--- src/rtl/tsc_pkg.sv ---
package tsc_pkg;

    // Frame geometry fixed by the converter's serial protocol
    localparam int CMD_BITS        = 8;
    localparam int RES_BITS        = 12;
    localparam int FRAME_CLKS      = 24;
    localparam int BURST_CLKS      = 8;
    localparam int HOLD_CLKS       = 1;
    localparam int FIRST_DATA_RISE = CMD_BITS + HOLD_CLKS + 1;
    localparam int LAST_DATA_RISE  = FIRST_DATA_RISE + RES_BITS - 1;
    localparam int CNT_W           = $clog2(FRAME_CLKS + 1);
    localparam int BURST_LSB       = $clog2(BURST_CLKS);

    typedef enum logic [2:0] {
        ST_IDLE,
        ST_LOW,
        ST_HIGH,
        ST_GAP,
        ST_TAIL_A,
        ST_TAIL_B
    } tsc_state_e;

endpackage

--- src/rtl/tsc_cmd_pack.sv ---
module tsc_cmd_pack
    import tsc_pkg::*;
(
    input  logic [2:0]          chan_i,
    input  logic                mode_i,
    input  logic                single_i,
    input  logic [1:0]          pwr_i,
    output logic [CMD_BITS-1:0] cmd_o
);

    // Leading 1 marks the command start for the converter
    assign cmd_o = {1'b1, chan_i, mode_i, single_i, pwr_i};

endmodule

--- src/rtl/tsc_half_timer.sv ---
module tsc_half_timer #(
    parameter int W = 4
) (
    input  logic         clk_i,
    input  logic         rst_ni,
    input  logic         run_i,
    input  logic [W-1:0] limit_i,
    output logic         tick_o
);

    logic [W-1:0] cnt_d, cnt_q;

    always_comb begin
        tick_o = run_i && (cnt_q == limit_i);
        if (!run_i || tick_o) begin
            cnt_d = '0;
        end else begin
            cnt_d = cnt_q + 1'b1;
        end
    end

    always_ff @(posedge clk_i or negedge rst_ni) begin
        if (!rst_ni) begin
            cnt_q <= '0;
        end else begin
            cnt_q <= cnt_d;
        end
    end

endmodule

--- src/rtl/tsc_rx_shift.sv ---
module tsc_rx_shift #(
    parameter int W = 12
) (
    input  logic         clk_i,
    input  logic         rst_ni,
    input  logic         clear_i,
    input  logic         shift_i,
    input  logic         bit_i,
    output logic [W-1:0] data_o
);

    logic [W-1:0] data_d, data_q;

    always_comb begin
        data_d = data_q;
        if (clear_i) begin
            data_d = '0;
        end else if (shift_i) begin
            data_d = {data_q[W-2:0], bit_i};
        end
    end

    always_ff @(posedge clk_i or negedge rst_ni) begin
        if (!rst_ni) begin
            data_q <= '0;
        end else begin
            data_q <= data_d;
        end
    end

    assign data_o = data_q;

endmodule

--- src/rtl/tsc_host.sv ---
module tsc_host
    import tsc_pkg::*;
#(
    parameter int DIV_W = 4,
    parameter int GAP_W = 4
) (
    input  logic                clk_i,
    input  logic                rst_ni,
    input  logic                start_i,
    input  logic [2:0]          chan_i,
    input  logic                mode_i,
    input  logic                single_i,
    input  logic [1:0]          pwr_i,
    input  logic                burst_i,
    input  logic [DIV_W-1:0]    div_i,
    input  logic [GAP_W-1:0]    gap_i,
    input  logic                miso_i,
    output logic                sclk_o,
    output logic                cs_no,
    output logic                mosi_o,
    output logic                active_o,
    output logic                done_o,
    output logic [RES_BITS-1:0] result_o
);

    typedef struct packed {
        tsc_state_e          st;
        logic [CNT_W-1:0]    falls;
        logic [CMD_BITS-1:0] cmd;
        logic                burst;
        logic [DIV_W-1:0]    div;
        logic [GAP_W-1:0]    gap;
        logic [GAP_W-1:0]    gap_left;
        logic                sclk;
        logic                cs_n;
        logic                done;
        logic [RES_BITS-1:0] result;
    } regs_t;

    regs_t q, d;

    logic [CMD_BITS-1:0] cmd_word;
    logic [RES_BITS-1:0] rx_data;
    logic [CNT_W-1:0]    nxt_edge;
    logic                tick;
    logic                run;
    logic                sample;
    logic                clear;

    tsc_cmd_pack u_cmd (
        .chan_i   (chan_i),
        .mode_i   (mode_i),
        .single_i (single_i),
        .pwr_i    (pwr_i),
        .cmd_o    (cmd_word)
    );

    assign run = (q.st == ST_LOW) || (q.st == ST_HIGH) ||
                 (q.st == ST_TAIL_A) || (q.st == ST_TAIL_B);

    tsc_half_timer #(.W(DIV_W)) u_timer (
        .clk_i   (clk_i),
        .rst_ni  (rst_ni),
        .run_i   (run),
        .limit_i (q.div),
        .tick_o  (tick)
    );

    tsc_rx_shift #(.W(RES_BITS)) u_rx (
        .clk_i   (clk_i),
        .rst_ni  (rst_ni),
        .clear_i (clear),
        .shift_i (sample),
        .bit_i   (miso_i),
        .data_o  (rx_data)
    );

    always_comb begin
        d        = q;
        d.done   = 1'b0;
        sample   = 1'b0;
        clear    = 1'b0;
        nxt_edge = q.falls + 1'b1;
        unique case (q.st)
            ST_IDLE: begin
                if (start_i) begin
                    d.st    = ST_LOW;
                    d.cs_n  = 1'b0;
                    d.cmd   = cmd_word;
                    d.burst = burst_i;
                    d.div   = div_i;
                    d.gap   = gap_i;
                    d.falls = '0;
                    clear   = 1'b1;
                end
            end
            ST_LOW: begin
                if (tick) begin
                    d.st   = ST_HIGH;
                    d.sclk = 1'b1;
                    // only the result window feeds the shifter
                    sample = (nxt_edge >= CNT_W'(FIRST_DATA_RISE)) &&
                             (nxt_edge <= CNT_W'(LAST_DATA_RISE));
                end
            end
            ST_HIGH: begin
                if (tick) begin
                    d.sclk  = 1'b0;
                    d.falls = nxt_edge;
                    d.cmd   = q.cmd << 1;
                    if (nxt_edge == CNT_W'(FRAME_CLKS)) begin
                        d.st = ST_TAIL_A;
                    end else if (q.burst && (nxt_edge[BURST_LSB-1:0] == '0)) begin
                        d.st       = ST_GAP;
                        d.gap_left = q.gap;
                    end else begin
                        d.st = ST_LOW;
                    end
                end
            end
            ST_GAP: begin
                if (q.gap_left == '0) begin
                    d.st = ST_LOW;
                end else begin
                    d.gap_left = q.gap_left - 1'b1;
                end
            end
            ST_TAIL_A: begin
                if (tick) begin
                    d.st = ST_TAIL_B;
                end
            end
            ST_TAIL_B: begin
                if (tick) begin
                    d.st     = ST_IDLE;
                    d.cs_n   = 1'b1;
                    d.done   = 1'b1;
                    d.result = rx_data;
                end
            end
            default: begin
                d.st = ST_IDLE;
            end
        endcase
    end

    always_ff @(posedge clk_i or negedge rst_ni) begin
        if (!rst_ni) begin
            q      <= '0;
            q.cs_n <= 1'b1;
        end else begin
            q <= d;
        end
    end

    assign sclk_o   = q.sclk;
    assign cs_no    = q.cs_n;
    assign mosi_o   = q.cmd[CMD_BITS-1];
    assign active_o = (q.st != ST_IDLE);
    assign done_o   = q.done;
    assign result_o = q.result;

endmodule

--- config.mk ---
export PLATFORM = sky130hd
export DESIGN_NAME = tsc_host
export DESIGN_NICKNAME = d
export VERILOG_FILES = /design/src/rtl/tsc_pkg.sv /design/src/rtl/tsc_cmd_pack.sv /design/src/rtl/tsc_half_timer.sv /design/src/rtl/tsc_rx_shift.sv /design/src/rtl/tsc_host.sv
export SDC_FILE = /design/constraint.sdc
export NUM_CORES = 1
export LEC_CHECK = 0
export BUFFER_PORTS_ARGS = -buffer_cell sky130_fd_sc_hd__buf_2
export CELL_PAD_IN_SITES_DETAIL_PLACEMENT = 1
export CELL_PAD_IN_SITES_GLOBAL_PLACEMENT = 2
export CORE_MARGIN = 8
export CORE_UTILIZATION = 34
export DETAILED_ROUTE_END_ITERATION = 16
export PLACE_DENSITY = 0.76
export SLEW_MARGIN = 25
export SYNTH_ARGS = -nofsm -noshare
export SYNTH_HDL_FRONTEND = slang
export SYNTH_HIERARCHICAL = 1
export SYNTH_SLANG_ARGS = --single-unit
--- constraint.sdc ---
create_clock -name clk_i -period 2.49 [get_ports clk_i]
set_input_delay 0.249 -clock clk_i [delete_from_list [all_inputs] [get_ports clk_i]]
set_output_delay 0.249 -clock clk_i [all_outputs]
set_load 0.05 [all_outputs]
==> results.md <==
* Outcome: finished, final reports clean
* Top FF cell, synth: dfrtp_1
* Slowest cell on the critical path: dfrtp_1
* Die ar. at 12700 um2
* Avg Synthesized Cell Area at 10.5 um2
* R2R depth at 9
* Main combinational cell family by area after synthesis: simple AND/OR/NAND/NOR gates
* Initial DRC count at 98
* Synth Area in Compound Gates at 0.109
* CP Class: flip-flop to flip-flop
* Vias post-DR at 2245
* Sequential share of the synthesized area at 0.474
* Register bit total from synthesis at 60
* P_leak at 1.72 nW
* Slew headroom at 0.499
* Total track usage at 0.123
* Data required time of the worst path at 2.71 ns
* Layout Nets at 355
* Yosys top cell by area: dfrtp_1
* Synth cell types at 51
* Post-Synth Simple-Gate Area at 0.163
* Startpoint Class: flip-flop
* HP Class: primary input to flip-flop
* FFs w/ async S/R, synth at 1.00
* Max Slew Vio Count at 0
* Min cycle time layout at 2.26 ns
* Syn_nets at 329
* Setup Viol. Count Final at 0
* Largest net degree at the start of global routing at 35
* Post-DRT Antenna Nets at 0
* Number of global-route vias before repair at 2449
* CTS tree: yes
* Initial antenna violation count at 0
* Adder-cell share of the synthesized area at 0.0237
* Number of flops mapped to enable cells by yosys at 0
* H-tree Lvls at 3
* Hold Path Stages at 2
* Util after Layout at 0.401
* Synth warn at 6
* Area contributors post-synth: dfrtp_1, mux2_1, buf_4, mux2i_1, o21ai_1
* PwrDens at 1060 nW/um2
* CP max stage delay at 0.43 ns
* Die height at 113 um
* Crit path cell chain: xnor2_1 > nand4_2 > nor2_2 > buf_4 > nand4_1 > nor4_4 > buf_6 > mux2i_1 > nor2_1
* Final Hold Violating Endpoints at 0
* Tcrit/Tclk final at 0.906
* Clk_lat worst skew at 0.34 ns
* Slew @ Worst Pin at 0.748 ns
* Routability cong. at 0.735
* Core Region at 9150 um2
* Peak VDD IR at 378 uV
* Layout area overhead at 15.8%
* Vias per cell at 5.04
* Post-synth top area share at 0.466
* Root Driver: clkbuf_8
* Initial core utilization at 0.346
* Crit. End Element: flip-flop
* Total Wirelength at 7090 um
* Reg clk slew, reported paths at 0.07 ns
* Setup WS pre-CTS at 0.0754 ns
* Max cap viols at 0
* GR Overflow Total at 0
* Layout cells sized above 1 at 0.263
* Num CTS Buffers at 9
* Sink Count at 60
* DR pass1 iterations at 6
* Port bufs at 36
* Detailed-route DRC error count at 0
* Cell count after synthesis at 303
* Max Freq at 443 MHz
* CTS max path bufs at 2
* Mux cell area share after synthesis at 0.124
* XOR/XNOR Fraction of Synth Area at 0.0221
* Final setup margin at 0.233 ns
* First-pass GRT wire length at 12400 um
* Die width at 113 um
* Hpwl dp at 5130 um
* Row Count at 35
* Synthesized area at 3170 um2
* Antenna cells at 0
* Clock skew at 0.00570 ns
* Routed WL per cell at 15.9 um
* IO Pins at 37
* Crit-path max FO at 9
* Crit path arrival time at 2.47 ns
==> layer usage <==
| metal | global-route usage | vias to the layer above | part of all wire |
|---|---|---|---|
| met3 | 0.0462 | 5 | 0.048 |
| met5 | 0 | - | 0 |
| met2 | 0.196 | 44 | 0.47 |
| li1 | - | 1095 | - |
| met4 | 0.0351 | 0 | 0.0058 |
| met1 | 0.152 | 1101 | 0.48 |
==> flip-flops by register name, summed over array words and instances, names as in the netlist <==
name           count
q                 28
result_o          12
u_rx/data_o       12
u_timer/cnt_q      4
cs_no              1
done_o             1
mosi_o             1
sclk_o             1
==> logic make-up after synthesis <==
kind of cell / Yosys count
other: 1
buffers and inverters: 45
AOI/OAI and AO/OA: 56
xor gates and xnor gates: 8
adders and majority gates: 6
muxes: 36
and+or+nand+nor: 91
DFF: 60
==> where the power goes <==
part	switching, mW	internal, mW	total (mW)
combinational	0.676	0.548	1.22
clock	0.401	0.692	1.09
sequential	0.294	1.29	1.58
==> final timing paths <==
check	startpoint	to	slack, ns
setup / recovery	u_timer/cnt_q[0]	u_rx/data_o[4]	0.23
hold / removal	gap_i[1]	q[20]	0.12
setup reg to reg	u_timer/cnt_q[0]	u_rx/data_o[4]	0.23
hold reg to reg	q[22]	q[22]	0.48
max in group asynchronous	rst_ni	cs_no	1.65
min in group asynchronous	rst_ni	u_timer/cnt_q[3]	0.46
==> critical path: cells and delay by family (launching register included) <==
family                 cells  cell delay (ns)
flip-flops                 1             0.43
AND/OR/NAND/NOR            5             0.94
XOR/XNOR                   1             0.19
buffers and inverters      2             0.35
multiplexers               1             0.22
==> Yosys cell counts, types with 2 or more instances <==
cell type / count
inv_1: 5
o21ai_0: 10
nor4_1: 2
mux2i_1: 14
a2bb2oi_1: 2
o21ai_1: 17
nand3_1: 7
nor3b_1: 2
o221ai_2: 2
nand3b_1: 3
nor2_1: 20
nand2_1: 19
ha_1: 6
nor3_1: 4
a21oi_1: 14
nand4_1: 2
nand2b_1: 2
buf_4: 20
nor3b_2: 2
inv_2: 2
clkbuf_1: 7
xnor2_1: 6
and2_1: 2
nor4b_1: 2
xor2_1: 2
nor2b_1: 4
and3_1: 13
a22o_1: 2
buf_2: 10
dfrtp_1: 59
mux2_1: 21
==> repair_timing <==
action | CTS | global route
hold endpoints to repair | 59 | 0
hold buffers | 1 | 0
endpoints found under the setup margin | 0 | 12
setup buffers | 0 | 0
gates resized for setup | 0 | 5
==> cell type report <==
class / instances / area (um2)
fill: 1068 / 5480
sequential: 60 / 1500
multi-input combinational: 198 / 1430
timing repair buffer: 53 / 318
tap: 111 / 139
clock buffer: 10 / 138
clock inverter: 6 / 111
inverter: 7 / 26.3
==> placed cells by master, fill, tap and decap left out, types with 2 or more instances in the layout <==
cell type and count:
inv_1 5, xor2_1 2, nand4_1 2, mux2i_1 14, xnor2_1 6, and2_1 2
nor3b_1 2, dfrtp_1 58, nor3b_2 2, a21oi_1 14, clkbuf_8 10, and3_1 13
nand3_1 7, a22o_1 2, ha_1 6, buf_4 14, nand3b_1 3, mux2_1 21
bufinv_16 3, buf_2 36, a2bb2oi_1 2, nor3_1 4, inv_2 2, o21ai_1 17
o221ai_2 2, nor2_1 19, nor2b_1 3, buf_6 2, nand2b_1 2, o21ai_0 10
nand2_1 19
==> metrics by stage <==
step                power, mW  TNS (ns)  hold slack [ns]  cells  area (um2)
floorplan                2.48   -0.0354          -0.0466    303        3180
global placement         2.78         0            0.290    428        3400
detailed placement       2.84         0            0.291    428        3400
CTS                      3.96         0            0.103    445        3650
global route             4.20   -0.0136            0.102    445        3670
finish                   3.90         0            0.118    445        3670
(Power assumes the default switching activity.)
